--- config.mk ---
export PLATFORM = sky130hd
export DESIGN_NAME = spi_fifo_master
export DESIGN_NICKNAME = d
export VERILOG_FILES = /design/src/rtl/spi_fm_pkg.sv /design/src/rtl/spi_fm_fifo.sv /design/src/rtl/spi_fm_engine.sv /design/src/rtl/spi_fifo_master.sv
export SDC_FILE = /design/constraint.sdc
export NUM_CORES = 2
export LEC_CHECK = 0
export ABC_AREA = 1
export BUFFER_PORTS_ARGS = -buffer_cell sky130_fd_sc_hd__clkbuf_2
export CORE_MARGIN = 2
export CORE_UTILIZATION = 50
export DETAILED_ROUTE_END_ITERATION = 12
export GPL_TIMING_DRIVEN = 1
export PLACE_DENSITY = 0.65
export SETUP_SLACK_MARGIN = 0.02
export SLEW_MARGIN = 20
export SYNTH_ARGS = -nofsm -noshare
export SYNTH_HDL_FRONTEND = slang
export SYNTH_SLANG_ARGS = --single-unit
--- constraint.sdc ---
create_clock -name clk -period 8.2 [get_ports clk]
set_clock_uncertainty 0.2 [all_clocks]
set_input_delay 1.64 -clock clk [delete_from_list [all_inputs] [get_ports clk]]
set_output_delay 1.64 -clock clk [all_outputs]
set_load 0.005 [all_outputs]
--- src/rtl/spi_fm_pkg.sv ---
package spi_fm_pkg;
   typedef enum logic [1:0] {ENG_IDLE, ENG_SHIFT, ENG_FINISH} eng_state_t;

   localparam logic [2:0] REG_RXD = 3'd0;
   localparam logic [2:0] REG_TXD = 3'd1;
   localparam logic [2:0] REG_CTL = 3'd2;
   localparam logic [2:0] REG_CFG = 3'd3;
   localparam logic [2:0] REG_IEN = 3'd4;
   localparam logic [2:0] REG_STA = 3'd5;

   localparam int CTL_EN    = 0;
   localparam int CTL_XCH   = 2;
   localparam int CTL_POST  = 8;
   localparam int CTL_PRE   = 12;
   localparam int CTL_CH    = 18;
   localparam int CTL_BLEN  = 20;
   localparam int CFG_PHA   = 0;
   localparam int CFG_POL   = 4;
   localparam int CFG_SSHI  = 12;
endpackage

--- src/rtl/spi_fm_fifo.sv ---
module spi_fm_fifo #(
   parameter int W     = 32,
   parameter int DEPTH = 64
) (
   input  logic         clk,
   input  logic         rst_n,
   input  logic         push,
   input  logic [W-1:0] wdata,
   input  logic         pop,
   output logic [W-1:0] rdata,
   output logic         empty,
   output logic         full
);
   localparam int AW = $clog2(DEPTH);
   localparam int CW = $clog2(DEPTH + 1);

   if ((1 << AW) != DEPTH || DEPTH < 2) begin : g_bad_depth
      $error("spi_fm_fifo: DEPTH must be a power of two of at least 2");
   end

   logic [W-1:0]  mem [DEPTH];
   logic [AW-1:0] wptr, rptr;
   logic [CW-1:0] count;
   logic          do_push, do_pop;

   assign empty   = (count == '0);
   assign full    = (count == CW'(DEPTH));
   assign do_push = push && !full;
   assign do_pop  = pop && !empty;
   assign rdata   = mem[rptr];

   always_ff @(posedge clk) begin
      if (do_push) mem[wptr] <= wdata;
   end

   always_ff @(posedge clk or negedge rst_n) begin
      if (!rst_n) begin
         wptr  <= '0;
         rptr  <= '0;
         count <= '0;
      end else begin
         if (do_push) wptr <= wptr + 1'b1;
         if (do_pop)  rptr <= rptr + 1'b1;
         case ({do_push, do_pop})
            2'b10:   count <= count + 1'b1;
            2'b01:   count <= count - 1'b1;
            default: count <= count;
         endcase
      end
   end

   p_bound_r3: assert property (@(posedge clk) disable iff (!rst_n)
      count <= CW'(DEPTH));
   p_no_overflow_r3: assert property (@(posedge clk) disable iff (!rst_n)
      (push && full && !pop) |=> (count == $past(count)));
   p_no_underflow_r4: assert property (@(posedge clk) disable iff (!rst_n)
      (pop && empty && !push) |=> $stable(count));
endmodule

--- src/rtl/spi_fm_engine.sv ---
module spi_fm_engine
   import spi_fm_pkg::*;
#(
   parameter int DW   = 32,
   parameter int CHW  = 2,
   parameter int DIVW = 20
) (
   input  logic              clk,
   input  logic              rst_n,
   input  logic              en,
   input  logic              xch,
   input  logic              tx_empty,
   input  logic [DW-1:0]     tx_word,
   input  logic [$clog2(DW)-1:0] len_m1,
   input  logic [DIVW-1:0]   half,
   input  logic              cpha,
   input  logic [CHW-1:0]    ch_sel,
   input  logic              miso,
   output logic              tx_pop,
   output logic              rx_push,
   output logic [DW-1:0]     rx_word,
   output logic              sclk_raw,
   output logic              mosi,
   output logic              cs_act,
   output logic [CHW-1:0]    cs_ch,
   output logic              done
);
   localparam int LW = $clog2(DW);

   eng_state_t    state;
   logic [DIVW-1:0] cnt;
   logic [LW+1:0] eidx;
   logic [DW-1:0] shreg, rxreg, aligned;
   logic [LW:0]   len, shamt;
   logic          start, capture;

   assign len     = {1'b0, len_m1} + 1'b1;
   assign shamt   = (LW+1)'(DW) - len;
   assign aligned = tx_word << shamt;
   assign start   = en && xch && !tx_empty && (state != ENG_SHIFT);
   assign tx_pop  = start;
   assign done    = (state == ENG_IDLE) && en && xch && tx_empty;
   assign rx_push = (state == ENG_FINISH);
   assign rx_word = rxreg;
   assign capture = (~eidx[0]) ^ cpha;

   always_ff @(posedge clk or negedge rst_n) begin
      if (!rst_n) begin
         state    <= ENG_IDLE;
         cnt      <= '0;
         eidx     <= '0;
         shreg    <= '0;
         rxreg    <= '0;
         sclk_raw <= 1'b0;
         mosi     <= 1'b0;
         cs_act   <= 1'b0;
         cs_ch    <= '0;
      end else begin
         case (state)
            ENG_SHIFT: begin
               if (cnt == half - 1'b1) begin
                  cnt <= '0;
                  if (eidx == {len, 1'b0}) begin
                     state <= ENG_FINISH;
                  end else begin
                     sclk_raw <= ~sclk_raw;
                     eidx     <= eidx + 1'b1;
                     if (capture) begin
                        rxreg <= {rxreg[DW-2:0], miso};
                     end else begin
                        mosi  <= shreg[DW-1];
                        shreg <= shreg << 1;
                     end
                  end
               end else begin
                  cnt <= cnt + 1'b1;
               end
            end
            default: begin
               if (start) begin
                  state  <= ENG_SHIFT;
                  cnt    <= '0;
                  eidx   <= '0;
                  rxreg  <= '0;
                  cs_act <= 1'b1;
                  cs_ch  <= ch_sel;
                  if (!cpha) begin
                     mosi  <= aligned[DW-1];
                     shreg <= aligned << 1;
                  end else begin
                     mosi  <= 1'b0;
                     shreg <= aligned;
                  end
               end else if (state == ENG_FINISH) begin
                  state  <= ENG_IDLE;
                  cs_act <= 1'b0;
                  mosi   <= 1'b0;
               end
            end
         endcase
      end
   end

   p_sclk_rest_r6: assert property (@(posedge clk) disable iff (!rst_n)
      !cs_act |-> !sclk_raw);
   p_cs_shift_r7: assert property (@(posedge clk) disable iff (!rst_n)
      (state == ENG_SHIFT) |-> cs_act);
   p_hold_off_r11: assert property (@(posedge clk) disable iff (!rst_n)
      (state == ENG_IDLE && !en) |=> (state == ENG_IDLE));
endmodule

--- src/rtl/spi_fifo_master.sv ---
module spi_fifo_master
   import spi_fm_pkg::*;
#(
   parameter int DEPTH = 64,
   parameter int NCH   = 4
) (
   input  logic           clk,
   input  logic           rst_n,
   input  logic           bus_wr,
   input  logic           bus_rd,
   input  logic [2:0]     bus_addr,
   input  logic [31:0]    bus_wdata,
   output logic [31:0]    bus_rdata,
   output logic           irq,
   output logic           sclk,
   output logic           mosi,
   input  logic           miso,
   output logic [NCH-1:0] ss_n
);
   localparam int DW   = 32;
   localparam int LW   = $clog2(DW);
   localparam int CHW  = 2;
   localparam int DIVW = 20;

   if (NCH < 1 || NCH > 4) begin : g_bad_nch
      $error("spi_fifo_master: NCH must be 1 to 4");
   end

   logic [31:0]   ctrl_q, cfg_q, ien_q;
   logic          xch_q;
   logic          tx_push, tx_pop, tx_empty, tx_full;
   logic          rx_push, rx_pop, rx_empty, rx_full;
   logic [DW-1:0] tx_word, rx_in, rx_out;
   logic [CHW-1:0] ch, cs_ch;
   logic          cs_act, done, sclk_raw, cpha, cpol;
   logic [4:0]    pre_p1;
   logic [DIVW-1:0] half;

   assign ch      = ctrl_q[CTL_CH +: CHW];
   assign cpha    = cfg_q[CFG_PHA + int'(ch)];
   assign cpol    = cfg_q[CFG_POL + int'(ch)];
   assign pre_p1  = {1'b0, ctrl_q[CTL_PRE +: 4]} + 5'd1;
   assign half    = {{(DIVW-5){1'b0}}, pre_p1} << ctrl_q[CTL_POST +: 4];
   assign tx_push = bus_wr && (bus_addr == REG_TXD);
   assign rx_pop  = bus_rd && (bus_addr == REG_RXD);
   assign sclk    = sclk_raw ^ cpol;
   assign irq     = (ien_q[0] && tx_empty) || (ien_q[3] && !rx_empty);

   spi_fm_fifo #(.W(DW), .DEPTH(DEPTH)) u_txq (
      .clk, .rst_n, .push(tx_push), .wdata(bus_wdata), .pop(tx_pop),
      .rdata(tx_word), .empty(tx_empty), .full(tx_full));

   spi_fm_fifo #(.W(DW), .DEPTH(DEPTH)) u_rxq (
      .clk, .rst_n, .push(rx_push), .wdata(rx_in), .pop(rx_pop),
      .rdata(rx_out), .empty(rx_empty), .full(rx_full));

   spi_fm_engine #(.DW(DW), .CHW(CHW), .DIVW(DIVW)) u_eng (
      .clk, .rst_n, .en(ctrl_q[CTL_EN]), .xch(xch_q), .tx_empty,
      .tx_word, .len_m1(ctrl_q[CTL_BLEN +: LW]), .half, .cpha,
      .ch_sel(ch), .miso, .tx_pop, .rx_push, .rx_word(rx_in),
      .sclk_raw, .mosi, .cs_act, .cs_ch, .done);

   for (genvar i = 0; i < NCH; i++) begin : g_ss
      always_comb begin
         if (cs_act && cs_ch == CHW'(i)) ss_n[i] = cfg_q[CFG_SSHI + i];
         else                            ss_n[i] = ~cfg_q[CFG_SSHI + i];
      end
   end

   always_ff @(posedge clk or negedge rst_n) begin
      if (!rst_n) begin
         ctrl_q    <= '0;
         cfg_q     <= '0;
         ien_q     <= '0;
         xch_q     <= 1'b0;
         bus_rdata <= '0;
      end else begin
         if (bus_wr && bus_addr == REG_CTL) begin
            ctrl_q <= bus_wdata & ~(32'd1 << CTL_XCH);
         end
         if (bus_wr && bus_addr == REG_CFG) cfg_q <= bus_wdata;
         if (bus_wr && bus_addr == REG_IEN) ien_q <= bus_wdata;
         if (bus_wr && bus_addr == REG_CTL && bus_wdata[CTL_XCH]) xch_q <= 1'b1;
         else if (done)                                           xch_q <= 1'b0;
         if (bus_rd) begin
            case (bus_addr)
               REG_RXD: bus_rdata <= rx_empty ? '0 : rx_out;
               REG_CTL: bus_rdata <= ctrl_q | (32'(xch_q) << CTL_XCH);
               REG_CFG: bus_rdata <= cfg_q;
               REG_IEN: bus_rdata <= ien_q;
               REG_STA: bus_rdata <= {28'd0, !rx_empty, tx_full, rx_full, tx_empty};
               default: bus_rdata <= '0;
            endcase
         end
      end
   end

   p_xch_clear_r5: assert property (@(posedge clk) disable iff (!rst_n)
      $fell(xch_q) |-> !cs_act);
   p_one_select_r7: assert property (@(posedge clk) disable iff (!rst_n)
      $onehot0(ss_n ^ ~cfg_q[CFG_SSHI +: NCH]));
endmodule

Word-level counts from Yosys, hierarchy flattened
Memories as Yosys holds them, arrays and structs flattened.
Cells that the tools add are included.
{"block": "totals", "mem_bits_ro": 0, "mem_count": 2, "mem_bits_rw": 4096, "ff_bits": 264, "latch_bits": 0}
{"memory": "u_rxq.mem", "words": 64, "width": 32, "rd": 1, "rd_clocked_by_memory_dff": 0, "wr": 1, "line_no": "spi_fm_fifo.sv:21", "text": "logic [W-1:0] mem [DEPTH];"}
{"memory": "u_txq.mem", "words": 64, "width": 32, "rd": 1, "rd_clocked_by_memory_dff": 0, "wr": 1, "line_no": "spi_fm_fifo.sv:21"}
{"block": "op_classes", "n_eq_ne": 24, "multipliers": 0, "mux": 50, "addsub": 15, "n_div": 0, "bitwise": 11, "magnitude_cmp": 2, "n_shift": 2, "n_reduce_logical": 46}
{"cell": "$mux 32", "count": 12}
{"cell": "$pmux 32 s5", "count": 1}
{"cell": "$mux 20", "count": 3}
{"cell": "$or 32x3->32", "count": 1}
{"cell": "$shl 32x6->32", "count": 1}
{"cell": "$mux 7", "count": 4}
{"cell": "$pmux 7 s2", "count": 2}
{"cell": "$add 6x1->6 const B", "count": 4}
{"cell": "$logic_and 1x1->1", "count": 22}
{"cell": "$add 7x1->7 const B", "count": 3}
{"cell": "$mux 1", "count": 21}
{"cell": "$add 20x1->20 const B", "count": 1}
{"cell": "$eq 20x20->1", "count": 1}
{"cell": "$shl 5x4->20", "count": 1}
{"cell": "$sub 20x1->20 const B", "count": 1}
{"cell": "$eq 7x7->1 const B", "count": 2}
{"cell": "$logic_not 7->1", "count": 2}
{"cell": "$sub 7x1->7 const B", "count": 2}
{"cell": "$reduce_and 4->1", "count": 3}
{"cell": "$eq 2x2->1 const B", "count": 5}
{"cell": "$mux 2", "count": 5}
{"cell": "$reduce_bool 2->1", "count": 5}
{"cell": "$reduce_and 3->1", "count": 3}
{"cell": "$eq 2x1->1 const B", "count": 4}
{"cell": "other kinds (22)", "count": 41}

Longest topological paths before layout
{"block": "logic_depth", "depth_word": 7, "ltp_mapped": 26, "mapped_depth_nobuf": 23}

Hierarchy
A second synthesis with hierarchy kept.
{"block": "unflattened", "hier_cells": 17967, "hier_area_um2": 186899.3}
{"module": "spi_fm_fifo at u_rxq", "instances": 1, "cells_each": 7966, "area_per_inst_um2": 86549.3, "seq_area_each_um2": 61974.4}
{"module": "spi_fm_fifo at u_txq", "instances": 1, "cells_each": 7898, "area_per_inst_um2": 86232.7, "seq_area_each_um2": 61974.4}
{"module": "spi_fm_engine", "instances": 1, "cells_each": 1307, "area_per_inst_um2": 8010.2, "seq_area_each_um2": 2452.4}
{"module": "spi_fifo_master", "instances": 1, "cells_each": 796, "area_per_inst_um2": 6107.1, "seq_area_each_um2": 3203.1}

Worst setup path before layout
OpenSTA, ideal clock, no wires.
{"block": "synth_timing", "path_kind": "input -> register", "from": "input port bus_addr[2]", "to": "memory u_txq.mem[7][0] (enable)", "slack_ns": 2.564, "setup_ns": 0.461, "stages": 9, "t_arrival_ns": 4.975, "n_path_buf": 0, "cell_sequence": "inv_1 -> nand3_1 -> nor3_1 -> inv_1 -> nor2_1 -> nand2_1 -> inv_1 -> nand2_1 -> nor3_1"}
{"block": "synth_via", "elab_chain_len": 5}
{"element": "from (decl)", "line_no": "spi_fifo_master.sv:11", "text": "input logic [2:0] bus_addr,"}
{"element": "$eq 3x1->1", "line_no": "spi_fifo_master.sv:44", "text": "assign tx_push = bus_wr && (bus_addr == REG_TXD);"}
{"element": "$logic_and 1x1->1", "line_no": "spi_fifo_master.sv:44"}
{"element": "$logic_and 1x1->1", "line_no": "spi_fm_fifo.sv:28", "text": "assign do_push = push && !full;"}
{"element": "$mux 1", "line_no": "spi_fm_fifo.sv:33", "text": "if (do_push) mem[wptr] <= wdata;"}
{"element": "$mux 1 (not written as such)", "line_no": "spi_fm_fifo.sv:33"}
{"element": "to (decl)", "line_no": "spi_fm_fifo.sv:21"}
Every way passes these cells.

Worst setup path after layout
{"block": "layout_timing", "from": "register u_txq.rptr[2]", "to": "register u_eng.shreg[31]"}
{"block": "layout_via", "elab_chain_len": 5}
{"element": "from (decl)", "line_no": "spi_fm_fifo.sv:22", "text": "logic [AW-1:0] wptr, rptr;"}
{"element": "from (signal assigned)", "line_no": "spi_fm_fifo.sv:43", "text": "if (do_pop) rptr <= rptr + 1'b1;"}
{"element": "$mem_v2 64x32"}
{"element": "$shl 32x6->32", "line_no": "spi_fm_engine.sv:39", "text": "assign aligned = tx_word << shamt;"}
{"element": "$mux 32", "line_no": "spi_fm_engine.sv:87", "text": "if (!cpha) begin"}
{"element": "$mux 32", "line_no": "spi_fm_engine.sv:80", "text": "if (start) begin"}
{"element": "$mux 32", "line_no": "spi_fm_engine.sv:59", "text": "case (state)"}
{"element": "to (signal assigned)", "line_no": "spi_fm_engine.sv:72", "text": "shreg <= shreg << 1;"}
{"element": "to (signal assigned)", "line_no": "spi_fm_engine.sv:89", "text": "shreg <= aligned << 1;"}
{"element": "to (signal assigned)", "line_no": "spi_fm_engine.sv:92", "text": "shreg <= aligned;"}
{"element": "to (decl)", "line_no": "spi_fm_engine.sv:33", "text": "logic [DW-1:0] shreg, rxreg, aligned;"}
Every way passes these cells. The select of a mux whose other input is x is not followed.
A chain may end at the register's enable or synchronous reset.

==> impl_metrics.env <==
export IMPL_status="completed"
export IMPL_clock_sinks=4360
export IMPL_dp_slack_ps=2350
export IMPL_synthCells=14892
export IMPL_maxSlewHeadroom=0.213
export IMPL_fin_nets=14838
export IMPL_drive_gt1_frac=0.0869
export IMPL_finalSetupTns_ps=0
export IMPL_cp_max_fo=65
export IMPL_post_drt_wl_per_cell_um=26.8
export IMPL_cap_violations=0
export IMPL_rows=218
export IMPL_yosysWarnings=0
export IMPL_nFillCells=28563
export IMPL_reg2reg_from="u_txq.rptr[2]$_DFFE_PN0P_"
export IMPL_gp_congestion=0.983
export IMPL_startpoint="u_txq.rptr[2]$_DFFE_PN0P_"
export IMPL_seq_area_sq_mm=0.130
export IMPL_grt_usage=0.291
export IMPL_cp_cell_sequence="inv_6, nand2_4, inv_2, buf_4, nand2_1, nand2_1, nor2_1, nand2_1, nand3_1, nand3_1, nand3_1, nand3_1, nand3_1, nand2_1, nand2_1, nand2_1, nand2_1, nand3_1, nand3_1, nand2_1"
export IMPL_grt_ovfl_total=0
export IMPL_route_detailed_drc=0
export IMPL_seq_area_frac_synth=0.730
export IMPL_grt_pass1_wl_um=770000
export IMPL_core_sq_mm=0.353
export IMPL_tightest_slew_ps=1170
export IMPL_clk_latency_ps=1010
export IMPL_cpMaxStageDelayCell="inv_2"
export IMPL_ir_worst_vdd_mv=0.298
export IMPL_cts_resized=0
export IMPL_rsz0062_at_grt="no"
export IMPL_synth_nets=14958
export IMPL_final_cells=19884
export IMPL_antenna_found_initial=25
export IMPL_leakagePower_nw=69.2
export IMPL_max_freq_ghz=0.179
export IMPL_firstDrtPassIters=7
export IMPL_die_w_um=600
export IMPL_cts_buffer_depth=4
export IMPL_cts_root_buf="clkbuf_16"
export IMPL_ys_ff_latch=4360
export IMPL_power_total_mw=67.0
export IMPL_design_die_area_sq_mm=0.360
export IMPL_vias=119437
export IMPL_totalWireLength_um=533000
export IMPL_syn_avg_cell_area_sq_um=11.9
export IMPL_finalHoldViolCount=0
export IMPL_cts_tree="yes"
export IMPL_setup_viol=0
export IMPL_netlist_area_sq_mm=0.178
export IMPL_drt_iter0_markers=15983
export IMPL_path_class="register to register"
export IMPL_end_kind="register"
export IMPL_grt_max_degree=183
export IMPL_start_util=0.503
export IMPL_clkTransAtPathRegs_ps=60
export IMPL_placed_cells=19058
export IMPL_max_stage_delay_ps=790
export IMPL_h_tree_depth=5
export IMPL_power_density_mw_per_mm2=338
export IMPL_via_per_inst=6.01
export IMPL_setup_slack_ps=2620
export IMPL_cts_hold_buf=0
export IMPL_arrival_ps=6310
export IMPL_crit_top_cell="nand2_1"
export IMPL_hold_class="register to register"
export IMPL_areaGrowthSynthToFinish_pct=11.7
export IMPL_cts_buffers=434
export IMPL_die_h_um=600
export IMPL_multi_input_area_sq_mm=0.0437
export IMPL_ant_nets=0
export IMPL_grt_pass1_vias=111898
export IMPL_postCtsSetupBuffers=0
export IMPL_cp_required_ps=8930
export IMPL_hold_start="u_eng.shreg[24]$_DFFE_PN0P_"
export IMPL_post_route_min_period_ps=5580
export IMPL_portBuffers=78
export IMPL_fin_crit_sh=0.681
export IMPL_dpl_hpwl_um=290000
export IMPL_synth_cell_types=53
export IMPL_cp_start_kind="register"
export IMPL_num_io_pins=79
export IMPL_slew_viol_final=0
## cells in the mapped netlist (all sizes together)
| library cell | count | area share |
|---|---|---|
| buf | 287 | 0.0081 |
| fa | 2 | 0.00023 |
| and2 | 4 | 0.00014 |
| nand3 | 1152 | 0.033 |
| o21ai | 1849 | 0.052 |
| a32oi | 1 | 0.000049 |
| xor2 | 64 | 0.0032 |
| clkbuf | 686 | 0.014 |
| o221ai | 200 | 0.0099 |
| or2 | 30 | 0.0011 |
| edfxtp | 4096 | 0.69 |
| ha | 24 | 0.0017 |
| a31oi | 44 | 0.0015 |
| nor4 | 5 | 0.00018 |
| xnor2 | 8 | 0.00039 |
| a22oi | 28 | 0.0012 |
| o211ai | 144 | 0.0061 |
| a221oi | 5 | 0.00025 |
| o2111ai | 1 | 0.000049 |
| inv | 351 | 0.0074 |
| a32o | 11 | 0.00062 |
| o21bai | 3 | 0.00013 |
| dfrtp | 264 | 0.037 |
| nor2 | 2570 | 0.055 |
| and3 | 6 | 0.00021 |
| mux2 | 30 | 0.0019 |
| nand2 | 2345 | 0.050 |
| o22ai | 334 | 0.012 |
| nand4 | 89 | 0.0033 |
| a21boi | 2 | 0.000085 |
| o311ai | 5 | 0.00025 |
| clkinv | 10 | 0.00021 |
| nor3 | 19 | 0.00054 |
| a21oi | 209 | 0.0059 |
| nand3b | 2 | 0.000084 |
| o31ai | 12 | 0.00051 |
## path summary, 6_finish.rpt
path	slack, ps	endpoint	depth (start not counted)
min	280	u_eng.shreg[24]$_DFFE_PN0P_	2
max in group asynchronous	5900	u_txq.rptr[2]$_DFFE_PN0P_	2
max reg2reg	2620	u_eng.shreg[31]$_DFFE_PN0P_	20
max	2620	u_eng.shreg[31]$_DFFE_PN0P_	20
min in group asynchronous	470	bus_rdata[0]$_DFFE_PN0P_	1
min reg2reg	280	u_eng.shreg[24]$_DFFE_PN0P_	2
## kinds of logic after synthesis
| group | synth area share |
|---|---|
| xor gates and xnor gates | 0.00355 |
| muxes | 0.00190 |
| AOI/OAI and AO/OA | 0.0904 |
| adders and majority gates | 0.00192 |
| buffers and inverters | 0.0302 |
| DFF | 0.730 |
| and+or+nand+nor | 0.143 |
## cell usage in the layout (no fill, tap or decap), types with 200 or more instances in the layout
cell type / n
edfxtp_1: 4096
nor2_1: 2429
nand2_1: 2337
o21ai_0: 1838
nand3_1: 1141
clkbuf_16: 437
o22ai_1: 334
inv_1: 332
buf_4: 291
dfrtp_1: 224
a21oi_1: 209
o221ai_1: 200
## critical path, delay by kind of cell (launching register included)
kind          cells  cell delay, ps
flops             1             710
simple gates     17            2440
buf+inv           3            1950
## metrics by stage
stage / utilization / instance area (sq um) / hold slack [ps]
floorplan: - / 178000 / 234
global placement: 0.521 / 184000 / 261
detailed placement: 0.521 / 184000 / 263
CTS: 0.561 / 198000 / 279
global route: 0.562 / 198000 / 295
finish: 0.562 / 198000 / 278
## sequential cells by signal (all words and copies together), names as in the netlist, 6 cells and up
name and count:
bus_rdata 32, cfg_q 32, ctrl_q 31, ien_q 32
u_eng.cnt 20, u_eng.eidx 7, u_eng.rx_word 32, u_eng.shreg 32
u_rxq.count 7, u_rxq.mem 2048, u_rxq.rptr 6, u_rxq.wptr 6
u_txq.count 7, u_txq.mem 2048, u_txq.rptr 6, u_txq.wptr 6
## per-layer routing
metal	global-route usage	share of wire	vias to the layer above
li1	-	-	53146
met5	0	0.00012	-
met4	0.140	0.053	10
met1	0.393	0.39	59115
met2	0.461	0.46	6091
met3	0.0498	0.097	1075
## final cells by class
cell class                      count  area share
Sequential cell                  4360       0.654
Multi-Input combinational cell   9198       0.220
Clock buffer                      545      0.0579
Tap cell                         4730      0.0298
Timing Repair Buffer              417      0.0182
Clock inverter                    259      0.0126
Inverter                          361     0.00712
Antenna cell                       14    0.000177
## power by group
group / switching [mW] / internal (mW)
Clock: 8.48 / 11.2
Combinational: 16.6 / 5.55
Sequential: 0.507 / 24.7
Note: power is estimated with default switching activity, not from simulation.
